--- src/rtl/spi_eng_pkg.sv ---
package spi_eng_pkg;

    typedef enum logic [2:0] {
        ST_IDLE,
        ST_SETUP,
        ST_LOAD,
        ST_SHIFT,
        ST_HOLD,
        ST_GAP
    } eng_state_e;

endpackage

--- src/rtl/spi_half_timer.sv ---
// Counts SCLK half-periods (two core cycles each) since the last restart.
module spi_half_timer #(
    parameter int HALF_W = 6
) (
    input  logic              clk,
    input  logic              rst_n,
    input  logic              restart,
    output logic              tick,
    output logic [HALF_W-1:0] half_idx
);
    logic sub_q;

    always_ff @(posedge clk or negedge rst_n) begin
        if (!rst_n) begin
            sub_q    <= 1'b0;
            half_idx <= '0;
        end else if (restart) begin
            sub_q    <= 1'b0;
            half_idx <= '0;
        end else begin
            sub_q <= ~sub_q;
            if (sub_q) half_idx <= half_idx + 1'b1;
        end
    end

    assign tick = sub_q;
endmodule

--- src/rtl/spi_shift_pair.sv ---
// Transmit and receive shift registers; transmit word is left-aligned on load.
module spi_shift_pair #(
    parameter int DATA_W = 32,
    parameter int LEN_W  = $clog2(DATA_W)
) (
    input  logic              clk,
    input  logic              rst_n,
    input  logic              load,
    input  logic [DATA_W-1:0] tx_word,
    input  logic [LEN_W-1:0]  len_m1,
    input  logic              shift_en,
    input  logic              sample_en,
    input  logic              miso,
    output logic              mosi_bit,
    output logic [DATA_W-1:0] rx_word
);
    localparam logic [LEN_W-1:0] TOP_BIT = LEN_W'(DATA_W - 1);

    logic [DATA_W-1:0] tx_q;

    always_ff @(posedge clk or negedge rst_n) begin
        if (!rst_n) begin
            tx_q    <= '0;
            rx_word <= '0;
        end else if (load) begin
            tx_q    <= tx_word << (TOP_BIT - len_m1);
            rx_word <= '0;
        end else begin
            if (shift_en)  tx_q    <= {tx_q[DATA_W-2:0], 1'b0};
            if (sample_en) rx_word <= {rx_word[DATA_W-2:0], miso};
        end
    end

    assign mosi_bit = tx_q[DATA_W-1];
endmodule

--- src/rtl/spi_cs_drive.sv ---
// Drives every chip-select line at its inactive level except the selected one.
module spi_cs_drive #(
    parameter int NUM_CS = 4,
    parameter int SEL_W  = $clog2(NUM_CS)
) (
    input  logic [SEL_W-1:0]  sel,
    input  logic [NUM_CS-1:0] pol,
    input  logic              sw_mode,
    input  logic              sw_level,
    input  logic              hw_active,
    output logic [NUM_CS-1:0] cs
);
    for (genvar i = 0; i < NUM_CS; i++) begin : g_line
        always_comb begin
            if (sel == SEL_W'(i))
                cs[i] = sw_mode ? sw_level : (hw_active ? pol[i] : ~pol[i]);
            else
                cs[i] = ~pol[i];
        end
    end
endmodule

--- src/rtl/spi_shift_engine.sv ---
module spi_shift_engine
    import spi_eng_pkg::*;
#(
    parameter int DATA_W  = 32,
    parameter int CNT_W   = 16,
    parameter int NUM_CS  = 4,
    parameter int SETUP_W = 2,
    parameter int HOLD_W  = 4,
    parameter int LEN_W   = $clog2(DATA_W),
    parameter int SEL_W   = $clog2(NUM_CS)
) (
    input  logic              clk,
    input  logic              rst_n,
    input  logic [LEN_W-1:0]  cfg_bit_len,
    input  logic              cfg_cpol,
    input  logic              cfg_cpha,
    input  logic [SEL_W-1:0]  cfg_cs_sel,
    input  logic [NUM_CS-1:0] cfg_cs_pol,
    input  logic              cfg_cs_sw,
    input  logic              cfg_cs_val,
    input  logic [SETUP_W-1:0] cfg_cs_setup,
    input  logic [HOLD_W-1:0] cfg_cs_hold,
    input  logic              cfg_cs_keep,
    input  logic              cfg_tx_en,
    input  logic              cfg_rx_en,
    input  logic [CNT_W-1:0]  cfg_blk_words,
    input  logic              go,
    input  logic              ready_clr,
    input  logic [DATA_W-1:0] tx_data,
    input  logic              tx_valid,
    output logic              tx_pop,
    output logic [DATA_W-1:0] rx_data,
    output logic              rx_push,
    output logic              sclk,
    output logic              mosi,
    input  logic              miso,
    output logic [NUM_CS-1:0] cs,
    output logic              busy,
    output logic              ready
);
    localparam int MAX_SH = (HOLD_W > SETUP_W) ? HOLD_W : SETUP_W;
    localparam int HALF_W = ((LEN_W > MAX_SH) ? LEN_W : MAX_SH) + 1;

    eng_state_e        state_q, state_d;
    logic              tick;
    logic [HALF_W-1:0] half_idx;
    logic [CNT_W-1:0]  words_q;
    logic              word_end, setup_end, hold_end, gap_end, last_word;
    logic              load, shift_en, sample_en, cs_active, mosi_bit;

    spi_half_timer #(.HALF_W(HALF_W)) u_timer (
        .clk      (clk),
        .rst_n    (rst_n),
        .restart  (state_d != state_q),
        .tick     (tick),
        .half_idx (half_idx)
    );

    spi_shift_pair #(.DATA_W(DATA_W), .LEN_W(LEN_W)) u_shift (
        .clk       (clk),
        .rst_n     (rst_n),
        .load      (load),
        .tx_word   (cfg_tx_en ? tx_data : '0),
        .len_m1    (cfg_bit_len),
        .shift_en  (shift_en),
        .sample_en (sample_en),
        .miso      (miso),
        .mosi_bit  (mosi_bit),
        .rx_word   (rx_data)
    );

    spi_cs_drive #(.NUM_CS(NUM_CS), .SEL_W(SEL_W)) u_cs (
        .sel       (cfg_cs_sel),
        .pol       (cfg_cs_pol),
        .sw_mode   (cfg_cs_sw),
        .sw_level  (cfg_cs_val),
        .hw_active (cs_active),
        .cs        (cs)
    );

    assign last_word = (words_q == '0);
    assign word_end  = (state_q == ST_SHIFT) && tick && (half_idx == HALF_W'({cfg_bit_len, 1'b1}));
    assign setup_end = (state_q == ST_SETUP) && tick && (half_idx == HALF_W'({cfg_cs_setup, 1'b1}));
    assign hold_end  = (state_q == ST_HOLD)  && tick && (half_idx == HALF_W'({cfg_cs_hold, 1'b1}));
    assign gap_end   = (state_q == ST_GAP)   && tick && (half_idx == HALF_W'(1));

    // State register
    always_ff @(posedge clk or negedge rst_n) begin
        if (!rst_n) state_q <= ST_IDLE;
        else        state_q <= state_d;
    end

    // Transitions
    always_comb begin
        state_d = state_q;
        unique case (state_q)
            ST_IDLE:  if (go) state_d = cfg_cs_sw ? ST_LOAD : ST_SETUP;
            ST_SETUP: if (setup_end) state_d = ST_LOAD;
            ST_LOAD:  if (!cfg_tx_en || tx_valid) state_d = ST_SHIFT;
            ST_SHIFT: if (word_end) begin
                if (last_word)                     state_d = cfg_cs_sw ? ST_IDLE : ST_HOLD;
                else if (cfg_cs_sw || cfg_cs_keep) state_d = ST_LOAD;
                else                               state_d = ST_HOLD;
            end
            ST_HOLD:  if (hold_end) state_d = last_word ? ST_IDLE : ST_GAP;
            ST_GAP:   if (gap_end) state_d = ST_SETUP;
            default:  state_d = ST_IDLE;
        endcase
    end

    // Outputs decoded from the registered state
    always_comb begin
        busy      = (state_q != ST_IDLE);
        cs_active = (state_q == ST_SETUP) || (state_q == ST_LOAD) ||
                    (state_q == ST_SHIFT) || (state_q == ST_HOLD);
        tx_pop    = (state_q == ST_LOAD) && cfg_tx_en && tx_valid;
        load      = (state_q == ST_LOAD) && (!cfg_tx_en || tx_valid);
        shift_en  = (state_q == ST_SHIFT) && tick && half_idx[0];
        sample_en = (state_q == ST_SHIFT) && tick && !half_idx[0];
        sclk      = (state_q == ST_SHIFT) ? (cfg_cpol ^ (cfg_cpha ? ~half_idx[0] : half_idx[0]))
                                          : cfg_cpol;
        mosi      = (state_q == ST_SHIFT) ? mosi_bit : 1'b0;
    end

    // Word count, receive strobe, completion flag
    always_ff @(posedge clk or negedge rst_n) begin
        if (!rst_n) begin
            words_q <= '0;
            rx_push <= 1'b0;
            ready   <= 1'b0;
        end else begin
            rx_push <= word_end && cfg_rx_en;
            if (state_q == ST_IDLE && go)
                words_q <= cfg_blk_words;
            else if (!last_word && (hold_end ||
                     (word_end && (cfg_cs_sw || cfg_cs_keep))))
                words_q <= words_q - 1'b1;
            if (state_q != ST_IDLE && state_d == ST_IDLE) ready <= 1'b1;
            else if (ready_clr)                           ready <= 1'b0;
        end
    end
endmodule

--- config.mk ---
export PLATFORM = sky130hd
export DESIGN_NAME = spi_shift_engine
export DESIGN_NICKNAME = d
export VERILOG_FILES = /design/src/rtl/spi_eng_pkg.sv /design/src/rtl/spi_half_timer.sv /design/src/rtl/spi_shift_pair.sv /design/src/rtl/spi_cs_drive.sv /design/src/rtl/spi_shift_engine.sv
export SDC_FILE = /design/constraint.sdc
export NUM_CORES = 1
export LEC_CHECK = 0
export ABC_AREA = 1
export BUFFER_PORTS_ARGS = -buffer_cell sky130_fd_sc_hd__buf_2
export CAP_MARGIN = 25
export CORE_MARGIN = 2
export CORE_UTILIZATION = 57
export DETAILED_ROUTE_END_ITERATION = 8
export PLACE_DENSITY = 0.81
export SLEW_MARGIN = 20
export SYNTH_ARGS = -nofsm -noshare
export SYNTH_HDL_FRONTEND = slang
export SYNTH_SLANG_ARGS = --single-unit
export TNS_END_PERCENT = 10
--- constraint.sdc ---
create_clock -name clk -period 2.16 [get_ports clk]
set_input_delay 0.216 -clock clk [delete_from_list [all_inputs] [get_ports clk]]
set_output_delay 0.216 -clock clk [all_outputs]
set_load 0.05 [all_outputs]
; ---- After elaboration in Yosys (flattened, before gate mapping)
; Cells that the tools add are included.
[totals]
word_cells = 108
register_bits = 92
[classes]
muxes = 39
n_bitwise = 7
n_shift = 1
add_sub_neg = 3
eq_ne = 13
n_reduce_logical = 37
[ops]
columns = op, n
row1 = $mux W32, 5
row2 = $mux W16, 2
row3 = $shl A32 B5 Y32, 1
row4 = $mux W3, 10
row5 = $logic_and A1 B1 Y1, 18
row6 = $mux W1, 18
row7 = $pmux W3 S6, 1
row8 = $logic_not A16 Y1, 1
row9 = $sub A16 B1 Y16 const B, 1
row10 = $mux W6, 2
row11 = $reduce_bool A2 Y1, 5
row12 = $add A6 B1 Y6 const B, 1
row13 = $eq A3 B2 Y1 const B, 2
row14 = $eq A3 B3 Y1 const B, 2
row15 = $eq A6 B1 Y1 const B, 1
row16 = $eq A6 B3 Y1, 1
row17 = $eq A6 B5 Y1, 1
row18 = $eq A6 B6 Y1, 1
row19 = $logic_not A3 Y1, 2
row20 = $logic_or A1 B1 Y1, 6
row21 = $not A1 Y1, 6
row22 = $sub A5 B5 Y5 const A, 1
row23 = $eq A2 B2 Y1 const B, 2
row24 = $eq A3 B1 Y1 const B, 1
row25 = 7 further kinds, 9

; ---- Longest topological paths before layout
; Gate-level depths: netlist of the first run.
[depth]
word_depth = 8
mapped_depth = 14

; ---- Hierarchy
; Synthesis of the first run repeated with hierarchy kept, for this count alone.
[unflattened]
cells_unflattened = 1098
area_unflattened_um2 = 7045.5
[by_module_without_submodules]
columns = module, cells_per_inst, seq_area_each_um2, n_inst, area_per_inst_um2
row1 = spi_shift_pair, 627, 1601.5, 1, 4309.1
row2 = spi_shift_engine, 388, 525.5, 1, 2202.1
row3 = spi_half_timer, 44, 175.2, 1, 369.1
row4 = spi_cs_drive, 39, 0.0, 1, 165.2

; ---- Least setup slack after synthesis of the first run
; OpenSTA, ideal clock, no wires.
[synth_path]
path_kind = register to output
start = register state_q[0]
end = output port cs[0]
arrival_time_ps = 1867
t_required_ps = 1944
path_stages_with_launch = 8
setup_slack_ps = 77
path_cell_list = dfrtp_1 > nor2_2 > nor2_1 > nor2_1 > inv_1 > a21oi_1 > o21ai_0 > a31oi_1
[synth_between]
elab_chain_cells = 7
[synth_lines]
columns = element, line_no
row1 = from (decl), spi_shift_engine.sv:44  ; eng_state_e state_q, state_d;
row2 = from (signal assigned), spi_shift_engine.sv:90  ; else state_q <= state_d;
row3 = $eq A3 B1 Y1 or $eq A3 B2 Y1 (tied branches), spi_shift_engine.sv:114  ; cs_active = (state_q == ST_SETUP) || (state_q == ST_LOAD) ||
row4 = $logic_or A1 B1 Y1 (2 in series), spi_shift_engine.sv:114
row5 = $logic_or A1 B1 Y1 *, spi_shift_engine.sv:115  ; (state_q == ST_SHIFT) || (state_q == ST_HOLD);
row6 = $mux W1 * (2 in series), spi_cs_drive.sv:16  ; cs[i] = sw_mode ? sw_level : (hw_active ? pol[i] : ~pol[i]);
row7 = $mux W1 *, spi_cs_drive.sv:15  ; if (sel == SEL_W'(i))
row8 = to (decl), spi_shift_engine.sv:37  ; output logic [NUM_CS-1:0] cs,
; Mark *: on every way between the ends. The rest lies on a longest branch, timed or not.

; ---- Final worst setup path of the first run
[layout_path]
start = register words_q[0]
end = register u_timer.half_idx[3]
[layout_between]
elab_chain_cells = 6
[layout_lines]
columns = element, line_no
row1 = from (decl), spi_shift_engine.sv:47  ; logic [CNT_W-1:0] words_q;
row2 = from (signal assigned), spi_shift_engine.sv:134  ; words_q <= cfg_blk_words;
row3 = from (signal assigned), spi_shift_engine.sv:137  ; words_q <= words_q - 1'b1;
row4 = $logic_not A16 Y1 *, spi_shift_engine.sv:81  ; assign last_word = (words_q == '0);
row5 = $mux W3 (on tied branches), "spi_shift_engine.sv:105, spi_shift_engine.sv:101"
row6 = $mux W3 (on tied branches), "spi_shift_engine.sv:105, spi_shift_engine.sv:100"
row7 = $pmux W3 S6 *, spi_shift_engine.sv:96  ; unique case (state_q)
row8 = $ne A3 B3 Y1 *, spi_shift_engine.sv:54  ; .restart (state_d != state_q),
row9 = $mux W6 or $reduce_bool A2 Y1 (tied branches), n/a
row10 = to (signal assigned), spi_half_timer.sv:22  ; if (sub_q) half_idx <= half_idx + 1'b1;
row11 = to (decl), spi_half_timer.sv:9  ; output logic [HALF_W-1:0] half_idx
; Marked as above.
; A chain may end at the register's enable or synchronous reset.

==> reports/metrics.csv, run 1 <==
metric,value,unit
gp weighted congestion,0.950,
"CP delay by family, top",simple AND/OR/NAND/NOR gates,
CTS Buffer Depth,2,
DR vias/cell,5.69,
Pleak,0.00406,µW
Pre-antenna DRT Iters,7,
post-place setup slack,0.0845,ns
crit-path cells,inv_1 -> ha_1 -> nand2_1 -> nor2_2 -> nand2_1 -> nand2_1 -> nand2_1 -> a21oi_1 -> nor2_1 -> nor2_1 -> nand2_2 -> nor2_1,
"Hold Vio Cnt, Final",0,
Post-Synthesis Cell Area,6690,µm²
worst reg2reg path depth,12,
"Primary FF master, synth",dfrtp_1,
Max Transition Viols Final,0,
"commonest non-fill, non-tap cell in the layout",nand2_1,
PD cells,979,nW/µm²
Worst Clk Skew,0.00497,ns
Crit path depth,12,
Critical Path RT,2.42,ns
Setup crit end kind,register,
peak supply drop,0.839,mV
ANT nets after route,0,
worst-skew pair later-pin latency,0.34,ns
worst setup path category,register to register,
Yosys cell types,36,
Worst Max-Slew Pin Slew,0.663,ns
CP peak stage delay,0.37,ns
fillers,1071,
hold path depth,2,
Seq cells post-synth,92,
data arrival time of the critical path,2.27,ns
"Top cell by count, worst path",nand2_1,
num ports,120,
IO Port Bufs,119,
post-synthesis sequential area ratio,34.4,%
Worst-path clk slew,0.06,ns
Synth Warn #,0,
Final Cycle Share,92.8,%
RSZ-0062 raised after global routing,false,
area grow syn2layout,16.6,%
Min-Delay Path Class,input pin to register,
max cap viols,0,
Finished Core Util,68.3,%
relative slew slack,55.7,%
synthesized instance count,1033,
Fmax,499,MHz
global-route wire length before repair,30600,µm
via count,7272,
"EDFF count, synth",0,
Initial Util,58.6,%
layout net count,1212,
die area,12600,µm²
largest net degree at the start of global routing,46,
Max H-tree Level,3,
Tmin final,2.00,ns
Async SR Flop Fraction,100,%
Total Routing Usage GR,29.3,%
status,completed,
reg-to-reg critical path startpoint,words_q[0],
CTS Buf Count,9,
routed len/inst,14.3,µm
Critical Path Source Type,register,
CP Capture Point,u_timer.half_idx[3],
ANT cells,0,
gr ovfl total,0,
vias in the first global route,6618,
most frequent cells in the layout,"nand2_1, nand3_1, buf_2",
CP startpoint,words_q[0],
CTS tree,yes,
Fin Setup TNS,0,ns
clk sinks,92,
area post-placement,7410,µm²
DIE WIDTH,112,µm
flop-to-flop setup slack,0.16,ns
clk root buf,clkbuf_16,
# rows,39,
initial antenna violation count,0,
fin area,7800,µm²
Syn Nets,1114,
worst-path fanout max,7,
Die Height,112,µm
post-route DRC violation count,0,
critical path's slowest cell,dfrtp_1,
total power,7640,µW
CP bufs+invs,1,
Synth Area per Inst,6.48,µm²
layout cell share with drive strength beyond 1,17.9,%
Routed WL,18300,µm
reg2reg end,u_timer.half_idx[3],
final setup fails,0,
CORE AREA,11400,µm²
DR iter-0 viols,779,
setup ws final,0.156,ns
dpl hpwl,13300,µm
## registers in the layout, indices dropped and copies added, names as in the netlist
name,flops
u_shift.rx_word,32
u_shift.tx_q,32
u_timer.half_idx,6
state_q,3
u_timer.tick,1
rx_push,1
words_q,16
ready,1
## cell type report
cell class / count / area [µm²] / area share, %
Multi-Input combinational cell: 805 / 3860 / 49.4
Sequential cell: 92 / 2300 / 29.5
Inverter: 76 / 285 / 3.66
Tap cell: 143 / 179 / 2.29
Clock inverter: 4 / 98.8 / 1.27
Clock buffer: 11 / 233 / 2.98
Timing Repair Buffer: 147 / 843 / 10.8
## power breakdown
group	internal [µW]	total, µW	leakage (µW)	switching [µW]
registers	2190	2590	0.00117	399
logic	1110	3260	0.00272	2140
clock network	1130	1790	0.000160	659
## cells by family (layout without fill, tap and decap cells)
kind of cell	after synthesis	count (layout)	share of synthesized area (%)
AO/OA/AOI/OAI	130	130	12.3
buffers and inverters	136	238	8.47
adder cells (fa/ha/maj)	3	3	0.561
XOR/XNOR	17	17	2.23
flip-flops	92	92	34.4
AND/OR/NAND/NOR	655	655	42.1
## layer usage
layer / track usage [%] / up-vias / wire, µm
met3: 4.75 / 28 / 1300
met5: 0 / - / 0
met4: 9.67 / 0 / 338
met2: 48.7 / 312 / 8790
li1: - / 3620 / -
met1: 39.2 / 3312 / 7840
## how the worst min path moves through the flow
stage | start | end
2_1_floorplan | rst_n | ready
3_3_place_gp | rst_n | u_shift.tx_q[21]
3_5_place_dp | rst_n | u_shift.tx_q[23]
4_1_cts | ready_clr | ready
5_1_grt | ready_clr | ready
6_report | ready_clr | ready
## cell usage after synthesis (3+ instances only)
cell type / instances / share of area [%]
nand2_1: 336 / 19
nand3_1: 194 / 15
dfrtp_1: 92 / 34
nor2_1: 87 / 4.9
inv_1: 60 / 3.4
o211ai_1: 40 / 4.5
buf_2: 27 / 2.0
o21ai_0: 23 / 1.7
a31oi_1: 22 / 2.1
clkbuf_1: 22 / 1.2
a21oi_1: 18 / 1.3
inv_2: 16 / 0.90
o21ai_1: 14 / 1.0
xor2_1: 11 / 1.4
nand4_1: 10 / 0.94
nor3_1: 7 / 0.52
buf_1: 6 / 0.34
xnor2_1: 6 / 0.79
a22oi_1: 5 / 0.56
buf_4: 4 / 0.45
nor2_2: 4 / 0.37
or2_2: 4 / 0.37
ha_1: 3 / 0.56
nand2_2: 3 / 0.28
nand3_2: 3 / 0.45
nor2_4: 3 / 0.50
nor4_1: 3 / 0.28
## metrics by stage
step | std cells | hold WS, ns
after global placement | 1260 | 0.202
after global routing | 1278 | 0.0489
after detailed placement | 1260 | 0.202
after CTS | 1276 | 0.0248
final | 1278 | 0.0342
after floorplan | 1033 | -0.0796
## timing repair
item / 4_1_cts / 5_1_grt
setup buffers: 0 / 2
hold endpoints to repair: 33 / 0
endpoints found under the setup margin: 3 / 19
pin swaps: 0 / 1
resized for setup: 3 / 9
hold buffers: 1 / 0
(Power assumes the default switching activity.)
==> run 2: changes to the inputs <==
Settings changed: CORE_UTILIZATION 57 to 60, PLACE_DENSITY 0.81 to 0.85.
Clock period 2.16 ns to 2.46 ns, I/O delays scaled along.
==> reports/metrics.csv, run 2 (synthesis results as in run 1) <==
metric,value,unit,change
status,completed,,
worst-skew pair later-pin latency,0.38,ns,+0.04 ns
routed len/inst,13.8,µm,-3.1%
Fmax,445,MHz,
CTS tree,yes,,
Routed WL,17500,µm,-4.0%
# rows,38,,-2.6%
worst reg2reg path depth,10,,-2
hold worst-path end,ready,,
RSZ-0062 raised after global routing,false,,
Min-Delay Path Class,input pin to register,,
CTS Buf Count,9,,unchanged
PD cells,826,nW/µm²,-16%
ANT nets after route,0,,unchanged
"Hold Vio Cnt, Final",0,,unchanged
via count,7186,,-1.2%
Critical Path RT,2.21,ns,-0.21 ns
clk sinks,92,,unchanged
final setup fails,0,,unchanged
CTS Buffer Depth,2,,unchanged
Worst-path clk slew,0.09,ns,+0.03 ns
flop-to-flop setup slack,0.22,ns,+0.06 ns
top flop regs,"u_shift.rx_word (32), u_shift.tx_q (32), words_q (16)",,
Worst Max-Slew Pin Slew,0.678,ns,+0.0148 ns
Worst Clk Skew,0.0135,ns,+0.00853 ns
critical path's slowest cell,dfrtp_1,,
vias in the first global route,6489,,-1.9%
clk root buf,clkbuf_8,,
gr ovfl total,0,,unchanged
Pleak,0.00398,µW,-1.9%
Setup crit end kind,output port,,
most frequent cells in the layout,"nand2_1, nand3_1, buf_2",,
fillers,969,,-9.5%
IO Port Bufs,119,,unchanged
Tmin final,2.25,ns,
post-place setup slack,0.244,ns,+0.160 ns
initial antenna violation count,0,,unchanged
max cap viols,0,,unchanged
setup ws final,0.212,ns,+0.0565 ns
CP peak stage delay,0.46,ns,+0.09 ns
Total Routing Usage GR,30.8,%,+1.5 points
DIE WIDTH,110,µm,-2.4%
layout net count,1203,,-0.74%
gp weighted congestion,0.924,,-2.8%
relative slew slack,54.7,%,-0.99 points
post-route DRC violation count,0,,unchanged
Critical Path Source Type,register,,
worst setup path category,register to output port,,
Initial Util,61.7,%,+3.1 points
largest net degree at the start of global routing,64,,+39%
Max Transition Viols Final,0,,unchanged
Final Cycle Share,91.4,%,
"Top cell by count, worst path",nor2_2,,
num ports,120,,unchanged
hold wc startpoint,ready_clr,,
reg2reg end,words_q[5],,
DR vias/cell,5.67,,-0.32%
dpl hpwl,12900,µm,-3.1%
data arrival time of the critical path,2.00,ns,-0.27 ns
global-route wire length before repair,29300,µm,-4.2%
Fin Setup TNS,0,ns,unchanged
Post-CTS Setup Bufs,0,,unchanged
CP bufs+invs,2,,+1
"commonest non-fill, non-tap cell in the layout",nand2_1,,
Finished Core Util,70.3,%,+2.0 points
Die Height,110,µm,-2.4%
worst-path fanout max,7,,unchanged
crit-path cells,nor2_2 -> nor2_1 -> nor2_2 -> inv_1 -> a21oi_1 -> o21ai_0 -> a31oi_1 -> buf_2,,
Max H-tree Level,3,,unchanged
"CP delay by family, top",flip-flops,,
area post-placement,7350,µm²,-0.76%
area grow syn2layout,13.9,%,
Pre-antenna DRT Iters,5,,-2
DR iter-0 viols,711,,-8.7%
peak supply drop,0.652,mV,-22%
hold path depth,2,,unchanged
die area,12000,µm²,-4.8%
ANT cells,0,,unchanged
layout cell share with drive strength beyond 1,16.9,%,-0.94 points
fin area,7620,µm²,-2.3%
reg-to-reg critical path startpoint,words_q[0],,
CORE AREA,10800,µm²,-5.1%
## run 2: cell types whose count changed in the layout (fill, tap and decap cells not counted), sizes merged
cell,change
buf,-10
inv,+3
clkinv,-1
## run 2: layout make-up
type | count | area (µm²) | share of cell area (%)
Multi-Input combinational cell | 805 | 3830 | 50.3
Tap cell | 140 | 175 | 2.30
Sequential cell | 92 | 2300 | 30.2
Clock inverter | 6 | 116 | 1.53
Timing Repair Buffer | 138 | 771 | 10.1
Clock buffer | 10 | 138 | 1.81
Inverter | 76 | 285 | 3.74
## run 2: where the power goes
part | leakage (µW) | total, µW | switching (µW) | internal, µW
sequential | 0.00118 | 2280 | 360 | 1920
clock | 0.000128 | 1280 | 567 | 714
combinational | 0.00268 | 2730 | 1810 | 917
total | 0.00398 | 6290 | 2740 | 3550
## run 2: what timing repair did
| action | CTS | global route |
|---|---|---|
| resized for setup | 0 | 2 |
| setup endpoints to repair | 0 | 1 |
| hold buffers | 1 | 0 |
| endpoints found under the hold margin | 29 | 0 |
## run 2: stage by stage
step	std cells	hold slack, ns	total power [µW]
global route	1267	0.0509	6800
CTS	1267	0.0349	6280
floorplan	1033	-0.0496	4350
global placement	1250	0.205	4930
detailed placement	1250	0.203	5000
finish	1267	0.0445	6290
## run 2: how the worst max path moves through the flow
stage,start,end,slack (ns),depth (start not counted)
global placement,words_q[0],words_q[5],0.33,10
detailed placement,words_q[0],words_q[3],0.24,10
finish,state_q[0],cs[1],0.21,8
global route,words_q[0],words_q[3],0.003,10
floorplan,state_q[0],cs[0],0.35,7
CTS,state_q[0],cs[1],0.15,8
## run 2: worst reg2reg max path, cell delays in order, from the launching register on
cell	delay, ns
dfrtp_1	0.39
inv_1	0.12
ha_1	0.22
nand3_1	0.22
nor2_2	0.20
nand2_1	0.10
nand2_1	0.15
nand3_2	0.31
buf_4	0.29
nor2_1	0.08
a31oi_1	0.04
## run 2: routing by layer
metal | vias to the layer above | routed length, µm | global-route usage [%]
met5 | - | 0 | 0
met2 | 251 | 8680 | 51.7
met1 | 3283 | 7480 | 40.7
met3 | 39 | 976 | 3.73
li1 | 3613 | - | -
met4 | 0 | 416 | 11.6
